<file path="src/rtl/pwr_domain_seq.sv">
module pwr_domain_seq #(
  parameter int            CW                = 16,
  parameter logic [CW-1:0] SRAM_PDN_MASK     = 16'h0F00,
  parameter logic [CW-1:0] SRAM_ACK_MASK     = 16'hF000,
  parameter bit            BUS_PROT_EN       = 1'b1,
  parameter int            POLL_CYCLES       = 1000,
  parameter int            TIMEOUT_POLLS     = 100000,
  parameter bit            FORCE_WAIT        = 1'b0,
  parameter int            FORCE_WAIT_CYCLES = 1200000
) (
  input  logic          clk,
  input  logic          rst_n,
  input  logic          start,
  input  logic          pwr_on_req,
  input  logic          sta_pri,
  input  logic          sta_sec,
  input  logic [CW-1:0] sram_ack_word,
  output logic [CW-1:0] ctrl_word,
  output logic          bus_prot,
  output logic          busy,
  output logic          done,
  output logic          err
);

  localparam int PW  = $clog2(POLL_CYCLES + 1);
  localparam int NW  = $clog2(TIMEOUT_POLLS + 1);
  localparam int FWW = $clog2(FORCE_WAIT_CYCLES + 1);
  localparam logic [4:0] CTL_OFF = 5'b10010;

  typedef enum logic [4:0] {
    S_IDLE,
    S_UP_P1, S_UP_P2, S_UP_STA, S_UP_CLK, S_UP_ISO, S_UP_RST,
    S_UP_SRAM, S_UP_ACK, S_UP_BUS,
    S_DN_BUS, S_DN_SRAM, S_DN_ACK, S_DN_ISO, S_DN_RST, S_DN_CLK,
    S_DN_P1, S_DN_P2, S_DN_STA
  } state_t;

  state_t         state;
  logic [4:0]     ctl;
  logic           pdn;
  logic           bp;
  logic [PW-1:0]  tmr;
  logic [NW-1:0]  npoll;
  logic [FWW-1:0] fcnt;

  logic waiting, fwait, poll_now, cond, go, expire;
  logic sta_on, sta_off, ack_clr, ack_set;

  assign sta_on   = sta_pri & sta_sec;
  assign sta_off  = ~sta_pri & ~sta_sec;
  assign ack_clr  = (sram_ack_word & SRAM_ACK_MASK) == '0;
  assign ack_set  = (sram_ack_word & SRAM_ACK_MASK) == SRAM_ACK_MASK;

  assign waiting  = (state == S_UP_STA) || (state == S_UP_ACK) ||
                    (state == S_DN_ACK) || (state == S_DN_STA);
  assign fwait    = FORCE_WAIT && (state == S_UP_ACK);
  assign poll_now = (tmr == '0);

  always_comb begin
    case (state)
      S_UP_STA: cond = sta_on;
      S_UP_ACK: cond = ack_clr;
      S_DN_ACK: cond = ack_set;
      S_DN_STA: cond = sta_off;
      default:  cond = 1'b0;
    endcase
  end

  assign go     = fwait ? (fcnt == FWW'(FORCE_WAIT_CYCLES - 1)) : (poll_now && cond);
  assign expire = waiting && !fwait && poll_now && !cond &&
                  (npoll == NW'(TIMEOUT_POLLS - 1));

  assign ctrl_word = (pdn ? SRAM_PDN_MASK : '0) | {{(CW-5){1'b0}}, ctl};
  assign bus_prot  = BUS_PROT_EN & bp;
  assign busy      = (state != S_IDLE);

  always_ff @(posedge clk or negedge rst_n) begin
    if (!rst_n) begin
      state <= S_IDLE;
      ctl   <= CTL_OFF;
      pdn   <= 1'b1;
      bp    <= 1'b1;
      tmr   <= '0;
      npoll <= '0;
      fcnt  <= '0;
      done  <= 1'b0;
      err   <= 1'b0;
    end else begin
      done <= 1'b0;
      err  <= 1'b0;
      if (!waiting) begin
        tmr   <= '0;
        npoll <= '0;
        fcnt  <= '0;
      end
      case (state)
        S_IDLE:    if (start) state <= pwr_on_req ? S_UP_P1 :
                                       (BUS_PROT_EN ? S_DN_BUS : S_DN_SRAM);
        S_UP_P1:   begin ctl[2] <= 1'b1; state <= S_UP_P2;   end
        S_UP_P2:   begin ctl[3] <= 1'b1; state <= S_UP_STA;  end
        S_UP_STA:  if (go) state <= S_UP_CLK;
        S_UP_CLK:  begin ctl[4] <= 1'b0; state <= S_UP_ISO;  end
        S_UP_ISO:  begin ctl[1] <= 1'b0; state <= S_UP_RST;  end
        S_UP_RST:  begin ctl[0] <= 1'b1; state <= S_UP_SRAM; end
        S_UP_SRAM: begin pdn    <= 1'b0; state <= S_UP_ACK;  end
        S_UP_ACK:  if (go) begin
                     if (BUS_PROT_EN) state <= S_UP_BUS;
                     else begin done <= 1'b1; state <= S_IDLE; end
                   end
        S_UP_BUS:  begin bp <= 1'b0; done <= 1'b1; state <= S_IDLE; end
        S_DN_BUS:  begin bp     <= 1'b1; state <= S_DN_SRAM; end
        S_DN_SRAM: begin pdn    <= 1'b1; state <= S_DN_ACK;  end
        S_DN_ACK:  if (go) state <= S_DN_ISO;
        S_DN_ISO:  begin ctl[1] <= 1'b1; state <= S_DN_RST;  end
        S_DN_RST:  begin ctl[0] <= 1'b0; state <= S_DN_CLK;  end
        S_DN_CLK:  begin ctl[4] <= 1'b1; state <= S_DN_P1;   end
        S_DN_P1:   begin ctl[2] <= 1'b0; state <= S_DN_P2;   end
        S_DN_P2:   begin ctl[3] <= 1'b0; state <= S_DN_STA;  end
        S_DN_STA:  if (go) begin done <= 1'b1; state <= S_IDLE; end
        default:   state <= S_IDLE;
      endcase
      if (waiting && !go) begin
        if (expire) begin
          err   <= 1'b1;
          state <= S_IDLE;
        end else if (fwait) begin
          fcnt <= fcnt + 1'b1;
        end else if (poll_now) begin
          npoll <= npoll + 1'b1;
          tmr   <= PW'(POLL_CYCLES - 1);
        end else begin
          tmr <= tmr - 1'b1;
        end
      end
    end
  end

  a_r3_sec_after_pri: assert property (@(posedge clk) disable iff (!rst_n)
    $rose(ctl[3]) |-> ctl[2]);

  a_r4_clk_on_after_ack: assert property (@(posedge clk) disable iff (!rst_n)
    $fell(ctl[4]) |-> $past(sta_pri && sta_sec, 2));

  a_r5_rst_after_iso: assert property (@(posedge clk) disable iff (!rst_n)
    $rose(ctl[0]) |-> !ctl[1]);

  a_r5_bus_release_last: assert property (@(posedge clk) disable iff (!rst_n)
    $fell(bp) |-> (!pdn && ctl[0] && !ctl[1] && !ctl[4]));

  a_r6_switch_off_isolated: assert property (@(posedge clk) disable iff (!rst_n)
    $fell(ctl[2]) |-> (ctl[1] && !ctl[0] && ctl[4] && pdn));

  a_r7_freeze_on_err: assert property (@(posedge clk) disable iff (!rst_n)
    err |-> ($stable(ctl) && $stable(pdn) && $stable(bp)));

  a_r2_idle_at_end: assert property (@(posedge clk) disable iff (!rst_n)
    (done || err) |-> !busy);

  a_r10_done_single: assert property (@(posedge clk) disable iff (!rst_n)
    done |=> !done);

  a_r10_done_err_excl: assert property (@(posedge clk) disable iff (!rst_n)
    !(done && err));

endmodule

</file>
<file path="config.mk">
export PLATFORM = sky130hd
export DESIGN_NAME = pwr_domain_seq
export DESIGN_NICKNAME = d
export VERILOG_FILES = /design/src/rtl/pwr_domain_seq.sv
export SDC_FILE = /design/constraint.sdc
export NUM_CORES = 1
export LEC_CHECK = 0
export BUFFER_PORTS_ARGS = -buffer_cell sky130_fd_sc_hd__buf_4
export CAP_MARGIN = 20
export CORE_AREA = 2 2 78 80
export CTS_CLUSTER_DIAMETER = 60
export DETAILED_ROUTE_END_ITERATION = 6
export DIE_AREA = 0 0 80 82
export GPL_ROUTABILITY_DRIVEN = 0
export MAX_ROUTING_LAYER = met4
export PLACE_DENSITY = 0.68
export SETUP_SLACK_MARGIN = 0.5
export SLEW_MARGIN = 20
export SYNTH_ARGS = -nofsm -noshare
export SYNTH_HDL_FRONTEND = slang
export SYNTH_SLANG_ARGS = --single-unit
</file>
<file path="constraint.sdc">
create_clock -name clk -period 2.2 [get_ports clk]
set_input_delay 0 -clock clk [delete_from_list [all_inputs] [get_ports clk]]
set_output_delay 0 -clock clk [all_outputs]
set_load 0.05 [all_outputs]
</file>
After elaboration in Yosys (flattened, before gate mapping)
Index checks and enable logic that the tools add are counted.
Storage, ports and cells
  register bits: 41
  latch bits: 0
  memories kept: 0
  ROM bits: 0
  word-level logic and storage cells: 90
  bits in writable memories: 0
Cells by class
  shift-type cells: 0
  add/subtract/negate cells: 2
  div/mod/pow operators: 0
  magnitude comparators: 0
  bitwise gates (word level): 5
  $mul: 0
  reductions and logical operators: 21
  equality and inequality tests: 20
  muxes and demuxes: 30
Operator list (count)
  $pmux W5 S18: 1
  $mux W17: 4
  $eq A5 B4 Y1 const B: 8
  $mux W10: 4
  $mux W5: 7
  $eq A5 B3 Y1 const B: 4
  $add A17 B1 Y17 const B: 1
  $eq A17 B17 Y1 const B: 1
  $logic_not A16 Y1: 1
  $pmux W1 S2: 8
  $eq A5 B5 Y1 const B: 3
  $reduce_bool A2 Y1: 7
  $mux W12: 1
  $or A12 B5 Y12: 1
  $eq A5 B2 Y1 const B: 2
  $logic_not A10 Y1: 1
  $sub A10 B1 Y10 const B: 1
  $eq A5 B1 Y1 const B: 1
  $logic_and A1 B1 Y1: 5
  $logic_not A5 Y1: 1
  $reduce_bool A5 Y1: 1
  $eq A4 B4 Y1 const B: 1
  $mux W4: 1
  $pmux W1 S4: 1
  other kinds (5): 12

Logic depth before layout (Yosys ltp)
  depth after elaboration: 9
  mapped depth: 9
  gate-level depth less buffers: 8

Least setup slack after synthesis
OpenSTA, ideal clock, no wires.
  kind: register to register
  start point: reg tmr[0]
  end point: reg npoll[15]
  clock period less this slack: 2.076 ns
  path slack: 0.124 ns
  buffers on the path: 1
  stages on the path, launching flop included: 10
  arrival: 1.956 ns
  path through: dfrtp_1 -> inv_1 -> ha_1 -> nor4b_2 -> and3b_1 -> clkbuf_2 -> nand2_1 -> nor3_4 -> a31oi_1 -> a41o_1
Between the ends
  longest elaborated chain between the ends: 6
RTL lines
  start, declared: line 42  | logic [PW-1:0] tmr;
  start signal, assigned: line 130  | tmr <= PW'(POLL_CYCLES - 1);
  start signal, assigned: line 132  | tmr <= tmr - 1'b1;
  $logic_not A10 Y1 (*): line 57  | assign poll_now = (tmr == '0);
  $logic_and A1 B1 Y1 (3 in a row): line 70  | assign expire = waiting && !fwait && poll_now && !cond &&
  $mux W17: line 123  | if (expire) begin
  $mux W17 (*): line 122  | if (waiting && !go) begin
  end signal, assigned: line 129  | npoll <= npoll + 1'b1;
  end, declared: line 43  | logic [NW-1:0] npoll;
Every way passes the cells marked *; elsewhere a longest branch is shown, timed or not.
A chain may end at the register's enable or synchronous reset.

Worst setup path in the final report
  start point: reg npoll[13]
  end point: reg state[0]
Between the ends
  longest elaborated chain between the ends: 4
RTL lines
  $eq A17 B17 Y1: line 71  | (npoll == NW'(TIMEOUT_POLLS - 1));
  $logic_and A1 B1 Y1: line 70
  $mux W5: line 123
  $mux W5: line 122
  end signal, assigned: line 97  | S_IDLE: if (start) state <= pwr_on_req ? S_UP_P1 :
  end, declared: line 38  | state_t state;
Every way passes these cells.

==> implementation parameters <==
Parameter                              Value

Outcome
  Outcome ... complete, no violations

Route
  Drt wl/cell ... 15.20 um
  Sum of routed wire length over all layers ... 6642 um
  Post-route antenna net violation count ... 0
  Total vias in the final route ... 2454
  Violation count after the first detailed-routing iteration ... 145
  DRC Markers ... 0
  Via-per-instance ratio ... 5.616
  DRT Pass-1 Iters ... 4

Clocking
  Clk Latency, worst-skew pair ... 0.29 ns
  Clock sink count ... 41
  Inserted Clock Buffers ... 5
  CTS tree ... done
  Count of H-tree levels built during CTS ... 2
  Maximum buffer depth of the clock tree ... 2
  Cell at the root of the clock tree ... sky130_fd_sc_hd__clkbuf_8
  Post-CTS clock slew at the launch and capture registers of the worst setup and hold paths ... 0.08 ns

Synth
  Mean instance size in the synthesized netlist ... 8.720 sq um
  Fraction of synthesis flops using an asynchronous set or reset pin ... 100.0%
  Number of synthesized flops with an enable pin ... 0
  Number of instances in the synthesized netlist ... 294
  Number of synthesis warnings ... 0
  Post-synth cell types ... 59
  Commonest register cell after synthesis ... sky130_fd_sc_hd__dfrtp_1
  Sequential cell area fraction in the yosys report ... 40.21%
  Synthesized flop and latch total ... 41
  Cell area after synthesis ... 0.002564 sq mm

Global route
  Number of global-route vias before repair ... 2415
  Total routing usage reported by global routing ... 22.45%
  First-pass GRT wire length ... 11330 um
  Largest net degree at the start of global routing ... 42
  Number of antenna violations at the first check in global routing ... 0
  Total congestion overflow ... 0

STA
  RSZ-0062 raised after global routing ... yes
  Clock tree skew after final layout ... 0.004772 ns
  Headroom to the max-slew limit ... 62.37%
  Maximum clock frequency ... 487.3 MHz
  Actual slew at the worst max-slew pin ... 0.5623 ns
  Number of setup violations in the final report ... 0
  Final cycle utilization of the critical path ... 93.28%
  Post-layout minimum cycle time ... 2.052 ns
  Total Neg Setup Slack ... 0 ns
  Final-report max-slew violation count ... 0
  Post-route setup slack ... 0.1479 ns
  Hold violation count in the final report ... 0

Setup path
  Crit path launch type ... flip-flop
  Slack of the worst reg-to-reg path ... 0.15 ns
  Arrival time of data at the critical path endpoint ... 2.22 ns
  Maximum fanout along the worst path ... 5
  Data required, critical path ... 2.37 ns
  Element type at the critical path end ... flip-flop
  Class of the most critical setup path ... flip-flop to flip-flop

Hold path
  Class of the tightest hold or removal check ... primary input to flip-flop

Floorplan
  Die ar. ... 0.006560 sq mm
  Die extent in x ... 80 um
  Core area ... 0.005746 sq mm
  Number of placed I/O pins ... 42
  Effective utilization at floorplan ... 44.62%
  Die height ... 82 um
  Site Rows ... 28

Finish
  Number of nets in the layout ... 386
  Cell area after layout ... 0.003471 sq mm
  Layout cells sized above 1 ... 39.50%
  # diodes ... 0
  # fillers ... 482
  P&R area growth vs syn ... 35.38%
  Final Non-Filler Cells ... 437

Placement
  Count of buffers inserted at the top-level ports ... 22
  Placed Cells ... 397
  Place WS ... 0.05127 ns
  Final HPWL from detailed placement ... 4405 um
  DP Area ... 0.002980 sq mm

Pwr
  Reported net switching power ... 2026 uW
  Clock network fraction of design power ... 10.9%
  Worst voltage drop across the vdd grid ... 0.0007884 V
  Power per cell area ... 1255 mW/mm^2
  Cell Int Power ... 2330 uW
  Portion of total power attributed to sequential cells ... 26.3%
  Switching Share ... 46.52%
  Static leakage power ... 0.001415 uW
  Combinational power share ... 62.9%

Run
  Max Cap Violations ... 0
-- final timing paths --
| kind | depth (start not counted) | end | start |
|---|---|---|---|
| min in group asynchronous | 2 | tmr[3] | rst_n |
| max in group asynchronous | 2 | npoll[5] | rst_n |
| min | 5 | state[3] | pwr_on_req |
| min reg2reg | 2 | ctl[4] | ctl[4] |
| max reg2reg | 7 | state[0] | npoll[13] |
| max | 7 | state[0] | npoll[13] |
-- what timing repair did --
item / in CTS / in global routing
cloned: 0 / 0
hold buffers: 1 / 0
endpoints found under the setup margin: 32 / 34
endpoints found under the hold margin: 37 / 0
gates resized for setup: 19 / 19
buffers inserted: 22 / 9
pin swaps: 15 / 11
-- placed cells by master (no fill, tap or decap), types with 7 or more instances in the layout --
master	netlist	layout
sky130_fd_sc_hd__o21ai_1	5	7
sky130_fd_sc_hd__o31ai_1	7	7
sky130_fd_sc_hd__nand2_1	32	30
sky130_fd_sc_hd__conb_1	1	7
sky130_fd_sc_hd__o21ai_0	23	18
sky130_fd_sc_hd__buf_4	13	72
sky130_fd_sc_hd__nand3_1	10	7
sky130_fd_sc_hd__a21oi_1	28	23
sky130_fd_sc_hd__or3_1	11	11
sky130_fd_sc_hd__nor2_1	20	18
sky130_fd_sc_hd__dfrtp_1	37	32
-- power by group through the flow --
stage / clock (uW) / sequential, uW / combinational (uW)
2_1_floorplan: 0 / 1240 / 1620
3_3_place_gp: 0 / 1160 / 2260
3_5_place_dp: 0 / 1160 / 2290
4_1_cts: 488 / 1140 / 2590
5_1_grt: 515 / 1170 / 2990
6_report: 473 / 1140 / 2740
-- cell usage after synthesis (2+ instances only) --
cell                       count  area share (%)
sky130_fd_sc_hd__a211oi_1      3            0.88
sky130_fd_sc_hd__a21oi_1      28             5.5
sky130_fd_sc_hd__a31oi_1       7             1.7
sky130_fd_sc_hd__and3_1        2            0.49
sky130_fd_sc_hd__buf_1         2            0.29
sky130_fd_sc_hd__buf_2         4            0.78
sky130_fd_sc_hd__buf_4        13             3.8
sky130_fd_sc_hd__clkbuf_1      4            0.59
sky130_fd_sc_hd__dfrtp_1      37              36
sky130_fd_sc_hd__dfstp_2       4             4.1
sky130_fd_sc_hd__ha_1          3             1.5
sky130_fd_sc_hd__inv_1         8             1.2
sky130_fd_sc_hd__nand2_1      32             4.7
sky130_fd_sc_hd__nand2b_1      3            0.73
sky130_fd_sc_hd__nand3_1      10             2.0
sky130_fd_sc_hd__nand4_1       6             1.5
sky130_fd_sc_hd__nor2_1       20             2.9
sky130_fd_sc_hd__nor2b_1       4            0.98
sky130_fd_sc_hd__nor3_1        7             1.4
sky130_fd_sc_hd__nor3b_1       2            0.59
sky130_fd_sc_hd__nor4_1        7             1.7
sky130_fd_sc_hd__o21ai_0      23             4.5
sky130_fd_sc_hd__o21ai_1       5            0.98
sky130_fd_sc_hd__o31ai_1       7             2.0
sky130_fd_sc_hd__or2_2         2            0.49
sky130_fd_sc_hd__or3_1        11             2.7
sky130_fd_sc_hd__or4_1         3            0.88
sky130_fd_sc_hd__xnor2_1       5             1.7
sky130_fd_sc_hd__xor2_1        2            0.68
-- through the flow --
step / util, % / total power (uW) / hold slack, ns
2_1_floorplan: - / 2860 / -0.2956
3_3_place_gp: 51.87 / 3417 / 0.03216
3_5_place_dp: 51.87 / 3452 / 0.02658
4_1_cts: 57.97 / 4220 / 0.2171
5_1_grt: 60.41 / 4679 / 0.2645
6_report: 60.41 / 4356 / 0.2291
-- sequential cells by signal, summed over array words and instances, names as in the netlist --
signal and cells:
ctl 5, pdn 1, err 1, state 5, done 1, npoll 17
bus_prot 1, tmr 10
-- critical path, cell delays in order (launching register included) --
cell and delay [ns]:
sky130_fd_sc_hd__dfrtp_1 0.39, sky130_fd_sc_hd__or4b_4 0.55, sky130_fd_sc_hd__nor4_4 0.21, sky130_fd_sc_hd__nand2_2 0.15
sky130_fd_sc_hd__buf_4 0.18, sky130_fd_sc_hd__nor4_4 0.17, sky130_fd_sc_hd__nand2b_4 0.23, sky130_fd_sc_hd__a31oi_1 0.05
-- cells by family after synthesis --
family                   count (synthesis)  synth area share [%]
AO/OA/AOI/OAI                           83                 19.81
adder cells (fa/ha/maj)                  3                 1.464
XOR/XNOR                                 7                 2.391
buffers and inverters                   32                 6.832
multiplexers                             1                0.4392
AND/OR/NAND/NOR                        126                 28.70
flip-flops                              41                 40.21
other                                    1                0.1463
-- final cells by class --
| cell class | count | area [sq um] | share of cell area (%) |
|---|---|---|---|
| Multi-Input combinational cell | 227 | 1614 | 46.50 |
| Clock buffer | 8 | 80.08 | 2.307 |
| Timing Repair Buffer | 78 | 615.6 | 17.74 |
| Sequential cell | 41 | 1037 | 29.88 |
| Inverter | 8 | 30.03 | 0.8652 |
| Tap cell | 75 | 93.84 | 2.704 |
-- per-layer routing --
metal  vias up  share of wire, %  track usage [%]
met2        63                49            35.67
met1      1201                46            30.13
met4         0              0.92            6.610
met3         7               3.9            3.077
met5         -                 0                -
li1       1183                 -                -
Note: power is estimated with default switching activity, not from simulation.
